<file path="config.mk">
export PLATFORM = sky130hd
export DESIGN_NAME = wmask_top
export DESIGN_NICKNAME = d
export VERILOG_FILES = /design/src/rtl/wmask_pkg.sv /design/src/rtl/wmask_store.sv /design/src/rtl/wmask_decide.sv /design/src/rtl/wmask_top.sv
export SDC_FILE = /design/constraint.sdc
export NUM_CORES = 1
export LEC_CHECK = 0
export ABC_CLOCK_PERIOD_IN_PS = 2950
export BUFFER_PORTS_ARGS = -buffer_cell sky130_fd_sc_hd__buf_2
export CAP_MARGIN = 15
export CELL_PAD_IN_SITES_DETAIL_PLACEMENT = 1
export CELL_PAD_IN_SITES_GLOBAL_PLACEMENT = 2
export CORE_MARGIN = 8
export CORE_UTILIZATION = 37
export CTS_CLUSTER_DIAMETER = 200
export DETAILED_ROUTE_END_ITERATION = 10
export GPL_ROUTABILITY_DRIVEN = 0
export PLACE_DENSITY_LB_ADDON = 0.05
export SLEW_MARGIN = 0
export SYNTH_ARGS = -nofsm -noshare
export SYNTH_HDL_FRONTEND = slang
export SYNTH_SLANG_ARGS = --single-unit
</file>
<file path="constraint.sdc">
create_clock -name clk -period 2.95 [get_ports clk]
set_clock_uncertainty 0.05 [all_clocks]
set_input_delay 0.59 -clock clk [delete_from_list [all_inputs] [get_ports clk]]
set_output_delay 0.59 -clock clk [all_outputs]
set_load 0.1 [all_outputs]
</file>
<file path="src/rtl/wmask_pkg.sv">
package wmask_pkg;
   typedef enum logic [1:0] {
      OP_IDLE    = 2'b00,
      OP_DIVERGE = 2'b01,
      OP_FLIP    = 2'b10,
      OP_REJOIN  = 2'b11
   } mask_op_e;
endpackage

</file>
<file path="src/rtl/wmask_store.sv">
module wmask_store #(
   parameter int LANES = 32,
   parameter int DEPTH = 8,
   localparam int IDX_W = $clog2(DEPTH)
) (
   input  logic             clk,
   input  logic             rst_n,
   input  logic             wr_en,
   input  logic [IDX_W-1:0] wr_idx,
   input  logic [LANES-1:0] wr_data,
   input  logic [IDX_W-1:0] rd_idx,
   output logic [LANES-1:0] rd_data
);
   logic [DEPTH-1:0][LANES-1:0] slot_flat;

   for (genvar i = 0; i < DEPTH; i++) begin : g_slot
      logic [LANES-1:0] q;
      always_ff @(posedge clk) begin
         if (!rst_n) begin
            q <= '0;
         end else if (wr_en && (wr_idx == IDX_W'(i))) begin
            q <= wr_data;
         end
      end
      assign slot_flat[i] = q;
   end

   always_comb begin
      rd_data = '0;
      for (int i = 0; i < DEPTH; i++) begin
         if (rd_idx == IDX_W'(i)) begin
            rd_data = slot_flat[i];
         end
      end
   end
endmodule

</file>
<file path="src/rtl/wmask_decide.sv">
module wmask_decide
   import wmask_pkg::*;
#(
   parameter int LANES = 32,
   parameter int DEPTH = 8,
   localparam int LVL_W = $clog2(DEPTH + 1)
) (
   input  logic             op_valid,
   input  mask_op_e         op,
   input  logic [LANES-1:0] cur_mask,
   input  logic [LANES-1:0] parent_mask,
   input  logic [LANES-1:0] pred,
   input  logic [LVL_W-1:0] level,
   output logic [LANES-1:0] nxt_mask,
   output logic [LVL_W-1:0] nxt_level,
   output logic             do_push,
   output logic             reject,
   output logic             zero_path
);
   localparam logic [LVL_W-1:0] FULL_LVL = LVL_W'(DEPTH);

   logic [LANES-1:0] taken_mask;
   logic [LANES-1:0] other_mask;
   logic             is_full;
   logic             is_empty;

   assign taken_mask = cur_mask & pred;
   assign other_mask = parent_mask & ~pred;
   assign is_full    = (level == FULL_LVL);
   assign is_empty   = (level == '0);

   always_comb begin
      nxt_mask  = cur_mask;
      nxt_level = level;
      do_push   = 1'b0;
      reject    = 1'b0;
      zero_path = 1'b0;
      if (op_valid) begin
         unique case (op)
            OP_DIVERGE: begin
               if (is_full) begin
                  reject = 1'b1;
               end else begin
                  do_push   = 1'b1;
                  nxt_mask  = taken_mask;
                  nxt_level = level + 1'b1;
                  zero_path = ~|taken_mask;
               end
            end
            OP_FLIP: begin
               if (is_empty) begin
                  reject = 1'b1;
               end else begin
                  nxt_mask  = other_mask;
                  zero_path = ~|other_mask;
               end
            end
            OP_REJOIN: begin
               if (is_empty) begin
                  reject = 1'b1;
               end else begin
                  nxt_mask  = parent_mask;
                  nxt_level = level - 1'b1;
               end
            end
            default: ;
         endcase
      end
   end
endmodule

</file>
<file path="src/rtl/wmask_top.sv">
module wmask_top
   import wmask_pkg::*;
#(
   parameter int LANES = 32,
   parameter int DEPTH = 8,
   localparam int LVL_W = $clog2(DEPTH + 1),
   localparam int IDX_W = $clog2(DEPTH)
) (
   input  logic             clk,
   input  logic             rst_n,
   input  logic             cmd_valid,
   input  logic [1:0]       cmd_op,
   input  logic [LANES-1:0] lane_pred,
   output logic [LANES-1:0] active_mask,
   output logic [LVL_W-1:0] nest_level,
   output logic             skip_hint,
   output logic             stack_err
);
   if (LANES < 1) begin : g_bad_lanes
      $error("wmask_top: LANES must be at least 1");
   end
   if (DEPTH < 2) begin : g_bad_depth
      $error("wmask_top: DEPTH must be at least 2");
   end

   logic [LANES-1:0] mask_q;
   logic [LANES-1:0] parent_mask;
   logic [LANES-1:0] nxt_mask;
   logic [LVL_W-1:0] lvl_q;
   logic [LVL_W-1:0] nxt_lvl;
   logic             push_en;
   logic             reject;
   logic             zero_path;
   logic             skip_q;
   logic             err_q;

   wmask_store #(.LANES(LANES), .DEPTH(DEPTH)) u_store (
      .clk     (clk),
      .rst_n   (rst_n),
      .wr_en   (push_en),
      .wr_idx  (IDX_W'(lvl_q)),
      .wr_data (mask_q),
      .rd_idx  (IDX_W'(lvl_q - 1'b1)),
      .rd_data (parent_mask)
   );

   wmask_decide #(.LANES(LANES), .DEPTH(DEPTH)) u_decide (
      .op_valid    (cmd_valid),
      .op          (mask_op_e'(cmd_op)),
      .cur_mask    (mask_q),
      .parent_mask (parent_mask),
      .pred        (lane_pred),
      .level       (lvl_q),
      .nxt_mask    (nxt_mask),
      .nxt_level   (nxt_lvl),
      .do_push     (push_en),
      .reject      (reject),
      .zero_path   (zero_path)
   );

   always_ff @(posedge clk) begin
      if (!rst_n) begin
         mask_q <= '1;
         lvl_q  <= '0;
         skip_q <= 1'b0;
         err_q  <= 1'b0;
      end else begin
         mask_q <= nxt_mask;
         lvl_q  <= nxt_lvl;
         skip_q <= zero_path;
         err_q  <= err_q | reject;
      end
   end

   assign active_mask = mask_q;
   assign nest_level  = lvl_q;
   assign skip_hint   = skip_q;
   assign stack_err   = err_q;
endmodule

</file>
==> out/qor.txt, run 1 <==
Status = finished clean
Die Width = 215 um
Setup TNS = 0 ns
Grt total ovfl = 0
Synth area leader = dfxtp_1
Reg-to-Reg End = skip_hint
Synth Area in Compound Gates = 28.0%
Top delay family on crit path = simple AND/OR/NAND/NOR gates
Multiplexer area fraction after synthesis = 0.748%
Crit-path max FO = 8
Pre-CTS setup slack = -0.0969 ns
Largest net degree at the start of global routing = 194
Combinational power share = 21.4%
I/O pin count = 75
Synth Area in XOR/XNOR = 0.348%
Hold Crit Class = in2reg
Syn Std Cell Area = 0.0147 mm^2
Iter 0 DRT Violations = 1432
Drt drc = 0
Skew-Pair Late Insertion Delay = 0.55 ns
Synth Area in Adders = 1.02%
Core ar. = 0.0395 mm^2
Worst endpoint required time = 3.40 ns
Seq/Total Area, Yosys = 40.0%
Clock transition at path regs = 0.06 ns
Primary FF master, synth = dfxtp_1
Mean post-synth cell area = 7.63 um^2
Non-Filler Instances = 2575
Synth async-reset ratio = 0%
Cell variety after synth = 70
Clk buf depth = 3
Maxcap violations = 0
WL per Instance = 27.3 um
Clk pwr share = 42.0%
Root buffer cell = clkbuf_16
Syn Nets = 1979
CP max stage delay = 0.35 ns
Slew Limit Fails = 0
Achievable Freq = 344 MHz
Number of clock sinks seen by CTS = 294
GRT Total Usage = 28.6%
Mapped Cells = 1930
CP Depth = 12
Final worst slack = 0.0451 ns
Starting density of the core = 37.2%
Area grow syn2layout = 23.6%
Peak VDD IR = 0.423 mV
Depth of the worst register-to-register path = 12
Placed cells = 2481
PD cells = 632 mW/mm^2
Part of the cycle the worst path needs = 98.5%
WP data arrival = 3.35 ns
Kind of critical path = reg2reg
EDFF count, synth = 0
Final setup viols = 0
R2R setup slack = 0.05 ns
# rows = 73
TritonCTS buffer count = 37
Die ar. = 0.0464 mm^2
Critical-path top delay cell = dfxtp_2
R2R Path Start = nest_level[1]
Startpoint Class = register
CTS tree = yes
Worst Path Buf+Inv = 3
Antenna Nets Post-Route = 0
Final Hold Viols = 0
Most common cell in the netlist = nand2_1
Post-Route WL = 70.4 mm
Diodes inserted = 0
Internal Power = 0.00789 W
Share of the synthesized area in the top cell type = 40.0%
Antenna violations before repair = 1
Post-DP HPWL = 45.5 mm
Share of post-route cells with drive strength above 1 = 17.7%
Min Clock Period, post-route = 2.90 ns
Sw Share = 31.5%
Psw = 0.00362 W
DIE HEIGHT = 215 um
Port Buf Inserts = 74
Pin slew with the least headroom to its limit = 0.902 ns
Post-synth top cells = 622 x nand2_1, 294 x dfxtp_1, 257 x a21boi_0, 144 x clkbuf_1, 69 x o21ai_0
Leakage = 6.39 nW
Vias = 15300
Relative slew slack = 39.9%
DR pass1 iterations = 6
Htree depth = 2
Combinational family with the most area after synthesis = compound AO/OA/AOI/OAI gates
Sequential Power Share = 36.6%
CP endpoint kind = register
CP startpoint = nest_level[1]
CP Cell Sequence = inv_2, buf_4, ha_4, or2_4, buf_4, a221oi_1, nor3_1, nor3b_2, nor4_2, nand4_1, nor4_2, a41o_1
Top area cells in the synthesized netlist = dfxtp_1 40%, nand2_1 16%, a21boi_0 13%
YS warnings = 0
Flops & latches, synth = 294
Post-Synth Simple-Gate Area = 23.0%
Vias/cell = 5.93
Setup crit end = skip_hint
First-pass GRT wire length = 102 mm
Number of global-route vias before repair = 15200
Layout Nets = 2073
-- flip-flops by register name, summed over array words and instances, names as in the netlist --
register,cells
u_store.g_slot.q,256
skip_hint,1
nest_level,4
active_mask,32
stack_err,1
-- worst min path at each step --
stage	to	from	cells after the start	slack (ns)
after detailed placement	stack_err	stack_err	1	0.40
after floorplan	u_store.g_slot[2].q[11]	u_store.g_slot[2].q[11]	2	0.39
after global placement	stack_err	stack_err	1	0.39
after CTS	active_mask[21]	lane_pred[21]	3	0.34
final	active_mask[21]	lane_pred[21]	3	0.36
after global routing	active_mask[13]	lane_pred[13]	3	0.38
-- placed cells by master, fill, tap and decap left out, drive strengths merged, types with 6 or more instances in the layout --
| master | n |
|---|---|
| nand2 | 622 |
| dfxtp | 294 |
| a21boi | 257 |
| buf | 239 |
| o21ai | 69 |
| a21oi | 68 |
| clkbuf | 66 |
| inv | 44 |
| nor2 | 31 |
| nand3 | 30 |
| a221oi | 28 |
| nand3b | 24 |
| a22oi | 21 |
| o211ai | 20 |
| and2 | 18 |
| nor2b | 16 |
| a31oi | 14 |
| o311ai | 12 |
| nor3 | 12 |
| ha | 12 |
| o21a | 11 |
| o22ai | 10 |
| nand4 | 9 |
| nor3b | 8 |
| a211oi | 8 |
| o221ai | 8 |
| nor4 | 8 |
| a221o | 7 |
| nand2b | 6 |
| and3 | 6 |
-- power by group through the flow --
stage | Clock (W) | Sequential, W | Combinational [W]
CTS | 0.00489 | 0.00420 | 0.00216
detailed placement | 0 | 0.00429 | 0.00214
finish | 0.00483 | 0.00421 | 0.00247
floorplan | 0 | 0.00453 | 0.000949
global placement | 0 | 0.00429 | 0.00213
global route | 0.00505 | 0.00422 | 0.00256
-- worst register-to-register path, stage by stage, from the launching register on --
cell and delay (ns):
dfxtp_2 0.35, inv_2 0.06, buf_4 0.15, ha_4 0.20
or2_4 0.29, buf_4 0.20, a221oi_1 0.26, nor3_1 0.14
nor3b_2 0.20, nor4_2 0.35, nand4_1 0.20, nor4_2 0.30
a41o_1 0.12
-- metal layers --
metal	share of wire [%]	GRT usage (%)
met1	47	40.5
met2	44	43.9
met3	6.7	4.46
met4	2.8	9.17
met5	0	0
-- cells by family after synthesis --
group / after synthesis
AO/OA/AOI/OAI: 575
flip-flops: 294
buffers and inverters: 237
adder cells (fa/ha/maj): 12
multiplexers: 8
XOR/XNOR: 5
AND/OR/NAND/NOR: 799
-- metrics by stage --
stage          utilization (%)  cell area, um^2  power (W)  hold WS (ns)
2_1_floorplan                -            14700    0.00548         0.388
3_3_place_gp              41.3            16300    0.00641         0.393
3_5_place_dp              41.3            16300    0.00643         0.400
4_1_cts                   44.6            17600     0.0113         0.341
5_1_grt                   46.0            18200     0.0118         0.385
6_report                  46.0            18200     0.0115         0.362
-- area by class of cell --
cell class | instances | area [um^2]
clock buffers | 58 | 1170
clock inverters | 7 | 114
fillers | 4728 | 21400
inverters | 45 | 169
multi-input cells | 1399 | 8080
flip-flops and latches | 294 | 5890
well taps | 525 | 657
repair buffers | 247 | 2120
-- timing repair --
| action | 4_1_cts | 5_1_grt |
|---|---|---|
| setup buffers | 0 | 22 |
| resized for setup | 5 | 46 |
| gates cloned | 0 | 7 |
| pin swaps | 0 | 16 |
| hold buffers | 0 | 0 |
| setup endpoints to repair | 1 | 1 |
Power figures use the tool's default switching activity.
==> run 2: changes to the inputs <==
- PLACE_DENSITY_LB_ADDON: 0.05 -> 0.1
==> run 2 against run 1 <==
Compared with the run above: combinational power down 8.1%; critical path type unchanged; worst setup slack worse by 0.0077 ns; final cell count down 1.2%; register-to-register slack about the same.
==> out/qor.txt, run 2 (synthesis results as in run 1) <==
Final worst slack = 0.0374 ns
Peak VDD IR = 0.352 mV
PD cells = 610 mW/mm^2
Worst endpoint required time = 3.40 ns
Antenna Nets Post-Route = 0
WL per Instance = 27.5 um
First-pass GRT wire length = 100 mm
Number of global-route vias before repair = 14700
Final core utilization = 45.3%
Largest register FFs = 256
Post-Route WL = 70.0 mm
Drt drc = 0
Antenna violations before repair = 1
Htree depth = 2
Part of the cycle the worst path needs = 98.7%
Pre-CTS setup slack = -0.101 ns
Area grow syn2layout = 21.8%
Reg-to-Reg End = skip_hint
Depth of the worst register-to-register path = 14
Leakage = 6.19 nW
CP startpoint = nest_level[0]
TritonCTS buffer count = 37
Critical-path top delay cell = dfxtp_4
Achievable Freq = 343 MHz
Hold Path Cell Cnt = 3
DIE HEIGHT = 215 um
Share of post-route cells with drive strength above 1 = 16.4%
Relative slew slack = 28.8%
Core ar. = 0.0395 mm^2
Hold Crit Start = lane_pred[29]
DR pass1 iterations = 5
Port Buf Inserts = 74
Hold Crit Class = in2reg
Root buffer cell = clkbuf_16
Hold Buf Count CTS = 0
Pin slew with the least headroom to its limit = 1.07 ns
Most frequent cells in the layout = 621 x nand2_1, 292 x dfxtp_1, 257 x a21boi_0
Grt total ovfl = 0
Iter 0 DRT Violations = 1371
Largest net degree at the start of global routing = 235
Final setup viols = 0
Startpoint Class = register
Hold Path End = active_mask[29]
CTS tree = yes
Skew-Pair Late Insertion Delay = 0.56 ns
CP max stage delay = 0.38 ns
Kind of critical path = reg2reg
I/O pin count = 75
CP endpoint kind = register
Starting density of the core = 37.2%
R2R setup slack = 0.04 ns
Biggest register = u_store.g_slot.q
Min Clock Period, post-route = 2.91 ns
Maxcap violations = 0
R2R Path Start = nest_level[0]
Diodes inserted = 0
Clk buf depth = 3
Final Hold Viols = 0
RSZ-0062 raised after global routing = true
Worst Path Buf+Inv = 5
Die Width = 215 um
Crit-path max FO = 8
Die ar. = 0.0464 mm^2
Top delay family on crit path = simple AND/OR/NAND/NOR gates
Layout Nets = 2045
# rows = 73
Vias = 15100
Number of clock sinks seen by CTS = 294
GRT Total Usage = 28.3%
CP Cell Sequence = inv_4, buf_6, ha_4, buf_6, buf_4, a211oi_1, a2111oi_1, buf_4, a31oi_2, nor2_1, nor4_2, nand4_1, nor4_2, a41o_1
Post-DP HPWL = 44.2 mm
Clock transition at path regs = 0.06 ns
Status = finished clean
Commonest non-fill, non-tap cell in the layout = nand2_1
Vias/cell = 5.93
Slew Limit Fails = 0
WP data arrival = 3.36 ns
-- run 2: cell count changes in the layout (fill, tap and decap cells not counted), moves of 3 or more --
cell / before / now
buf_4: 135 / 107
clkbuf_1: 7 / 14
clkbuf_8: 12 / 7
buf_12: 20 / 24
nor2_1: 26 / 30
a21oi_1: 67 / 64
bufinv_16: 3 / 0
nor2_2: 4 / 1
o21ai_0: 68 / 65
o21ai_1: 1 / 4
-- run 2: through the flow --
step	setup TNS [ns]	instance area (um^2)	cells	hold slack, ns	power, W
global placement	-0.105	16100	2453	0.398	0.00632
detailed placement	-0.101	16100	2453	0.408	0.00635
CTS	0	17300	2516	0.357	0.0108
floorplan	0	14700	1930	0.388	0.00548
finish	0	17900	2545	0.385	0.0109
global route	-0.0374	17900	2545	0.402	0.0112
-- run 2: worst reg2reg max path, stage by stage (launching register included) --
cell and delay (ns):
dfxtp_4 0.38, inv_4 0.06, buf_6 0.13, ha_4 0.20
buf_6 0.13, buf_4 0.15, a211oi_1 0.32, a2111oi_1 0.15
buf_4 0.15, a31oi_2 0.21, nor2_1 0.08, nor4_2 0.23
nand4_1 0.20, nor4_2 0.31, a41o_1 0.12
-- run 2: how the worst max path moves through the flow --
stage                            to  cells after the start
after CTS                 skip_hint                     11
after global routing      skip_hint                     14
after global placement    skip_hint                     11
final                     skip_hint                     14
after floorplan           skip_hint                     12
after detailed placement  skip_hint                     13
-- run 2: what timing repair did --
action | 4_1_cts | 5_1_grt
endpoints found under the hold margin | 0 | 0
gates cloned | 0 | 10
buffers inserted | 0 | 19
gates resized for setup | 4 | 55
endpoints found under the setup margin | 1 | 62
pin swaps | 0 | 22
-- run 2: layer usage --
metal / vias to the layer above / GRT usage, % / share of wire [%]
li1: 6719 / - / -
met1: 7616 / 40.3 / 46
met2: 641 / 43.8 / 43
met3: 128 / 4.15 / 7.9
met4: 0 / 7.94 / 3.0
met5: - / 0 / 0
-- run 2: final cells by class --
class / count / area (um^2)
clock buffers: 60 / 1120
clock inverters: 3 / 18.8
fillers: 4752 / 21600
inverters: 45 / 178
multi-input cells: 1399 / 8150
flip-flops and latches: 294 / 5890
well taps: 525 / 657
repair buffers: 219 / 1910
-- run 2: power breakdown --
| part | total (W) | switching (W) | internal [W] | leakage, nW |
|---|---|---|---|---|
| Clock | 0.00443 | 0.00184 | 0.00259 | 0.560 |
| Combinational | 0.00227 | 0.00152 | 0.000749 | 3.25 |
| Sequential | 0.00424 | 0.000175 | 0.00406 | 2.38 |
| Total | 0.0109 | 0.00353 | 0.00741 | 6.19 |
==> run 3: changes to the inputs <==
--- a/config.mk
+++ b/config.mk
@@ -15,2 +15,3 @@
 export CTS_CLUSTER_DIAMETER = 200
+export CTS_CLUSTER_SIZE = 12
 export DETAILED_ROUTE_END_ITERATION = 10
==> constraint.sdc (replaced) <==
create_clock -name clk -period 2.95 [get_ports clk]
set_clock_uncertainty 0.05 [all_clocks]
set_input_delay 0.1475 -clock clk [delete_from_list [all_inputs] [get_ports clk]]
set_output_delay 0.1475 -clock clk [all_outputs]
set_load 0.1 [all_outputs]
==> run 3 against run 2 <==
Compared with the run above: critical path depth fell by 2; via count fell by 1.6%; final cell count fell by 0.71%; sequential share of layout area rose by 0.83 points; clock-buffer cell count fell by 32; power fell by 11%; die area did not move.
==> out/qor.txt, run 3 (synthesis results as in run 1) <==
Part of the cycle the worst path needs = 98.2%
Root buffer cell = clkbuf_16
Relative slew slack = 41.0%
DIE HEIGHT = 215 um
Antenna violations before repair = 2
Die ar. = 0.0464 mm^2
Leakage = 5.98 nW
Starting density of the core = 37.2%
Commonest non-fill, non-tap cell in the layout = nand2_1
Pin slew with the least headroom to its limit = 0.884 ns
Critical-path top delay cell = nor4_4
WP data arrival = 3.38 ns
Number of global-route vias before repair = 15200
Worst Path Buf+Inv = 3
Share of post-route cells with drive strength above 1 = 13.8%
Grt total ovfl = 0
Drt drc = 0
CP max stage delay = 0.39 ns
Worst endpoint required time = 3.43 ns
Maxcap violations = 0
DR pass1 iterations = 4
Final setup viols = 0
Skew-Pair Late Insertion Delay = 0.58 ns
WL per Instance = 27.1 um
Kind of critical path = reg2reg
Final core utilization = 44.2%
Placed instance area = 0.0161 mm^2
Vias/cell = 5.88
Slew Limit Fails = 0
I/O pin count = 75
Antenna Nets Post-Route = 0
Post-Route WL = 68.4 mm
Hold Crit Class = in2reg
Die Width = 215 um
Number of clock sinks seen by CTS = 294
First-pass GRT wire length = 101 mm
Post-DP HPWL = 45.2 mm
Achievable Freq = 345 MHz
Crit-path max FO = 7
Area grow syn2layout = 18.7%
Final Hold Viols = 0
Biggest register = u_store.g_slot.q
Vias = 14900
CTS tree = yes
Peak VDD IR = 0.438 mV
CP endpoint kind = register
Largest register FFs = 256
Diodes inserted = 0
Htree depth = 1
Clk buf depth = 3
Most frequent cells in the layout = 622 x nand2_1, 292 x dfxtp_1, 257 x a21boi_0
Status = finished clean
Layout Nets = 2051
Top delay family on crit path = simple AND/OR/NAND/NOR gates
TritonCTS buffer count = 28
Fin area = 0.0175 mm^2
Iter 0 DRT Violations = 1440
Startpoint Class = register
Port Buf Inserts = 74
Largest net degree at the start of global routing = 171
Min Clock Period, post-route = 2.90 ns
CP Cell Sequence = inv_2, buf_4, ha_4, or2_4, buf_6, a221o_1, nand4_1, nand4_1, nor4_4, nand4_1, nor4_1, a41o_1
Clock transition at path regs = 0.07 ns
Core ar. = 0.0395 mm^2
# rows = 73
PD cells = 555 mW/mm^2
Most used cell, CP = nand4_1
GRT Total Usage = 28.3%
==> run 3: changes by cell type in the layout (fill, tap and decap cells not counted), moves of 3 or more <==
cell | before | now
dlygate4sd3_1 | 0 | 30
clkbuf_16 | 46 | 30
clkbuf_1 | 14 | 0
buf_4 | 107 | 97
clkbuf_8 | 7 | 0
a21oi_1 | 64 | 68
a21oi_2 | 3 | 0
buf_6 | 8 | 5
nor4_2 | 4 | 1
==> run 3: worst reg2reg max path: cells and delay by family (launching register included) <==
kind                     cells  cell delay (ns)
adder cells (fa/ha/maj)      1             0.18
buffers and inverters        3             0.36
AND/OR/NAND/NOR              6             1.51
AO/OA/AOI/OAI                2             0.41
flip-flops                   1             0.35
==> run 3: area by class of cell <==
type | instances | area [um^2]
clock buffers | 28 | 701
inverters | 45 | 173
well taps | 525 | 657
flip-flops and latches | 294 | 5890
multi-input cells | 1399 | 8010
repair buffers | 234 | 2030
clock inverters | 2 | 25.0
fillers | 4752 | 22100
==> run 3: per-stage QoR <==
| stage | cells | power [W] | hold slack [ns] | setup TNS (ns) | setup slack [ns] |
|---|---|---|---|---|---|
| 2_1_floorplan | 1930 | 0.00548 | 0.302 | 0 | 0.0238 |
| 3_3_place_gp | 2451 | 0.00632 | 0.397 | -0.205 | -0.205 |
| 3_5_place_dp | 2451 | 0.00634 | 0.404 | -0.231 | -0.231 |
| 4_1_cts | 2513 | 0.00965 | 0.0601 | 0 | 0.0188 |
| 5_1_grt | 2527 | 0.0100 | 0.108 | -0.0136 | -0.0136 |
| 6_report | 2527 | 0.00971 | 0.0864 | 0 | 0.0524 |
==> run 3: final timing paths <==
path | from | depth (start not counted) | slack [ns] | end
max | nest_level[0] | 12 | 0.05 | skip_hint
min | lane_pred[23] | 4 | 0.09 | active_mask[23]
max reg2reg | nest_level[0] | 12 | 0.05 | skip_hint
min reg2reg | stack_err | 1 | 0.41 | stack_err
==> run 3: power by group <==
group	total [W]	switching, W	internal [W]
sequential	0.00430	0.000235	0.00406
clock	0.00327	0.00160	0.00167
combinational	0.00214	0.00141	0.000730
total	0.00971	0.00324	0.00647
==> run 3: routing by layer <==
metal	wire length (um)	track usage, %
met1	31600	39.9
met2	30200	44.4
met3	4870	4.22
met4	1710	7.97
met5	27	0
==> run 3: what timing repair did <==
| item | in CTS | in global routing |
|---|---|---|
| endpoints found under the hold margin | 31 | 0 |
| pin swaps | 2 | 13 |
| hold buffers | 30 | 0 |
| setup endpoints to repair | 1 | 66 |
| buffers inserted | 2 | 13 |
| gates resized for setup | 4 | 26 |
| cloned | 0 | 2 |
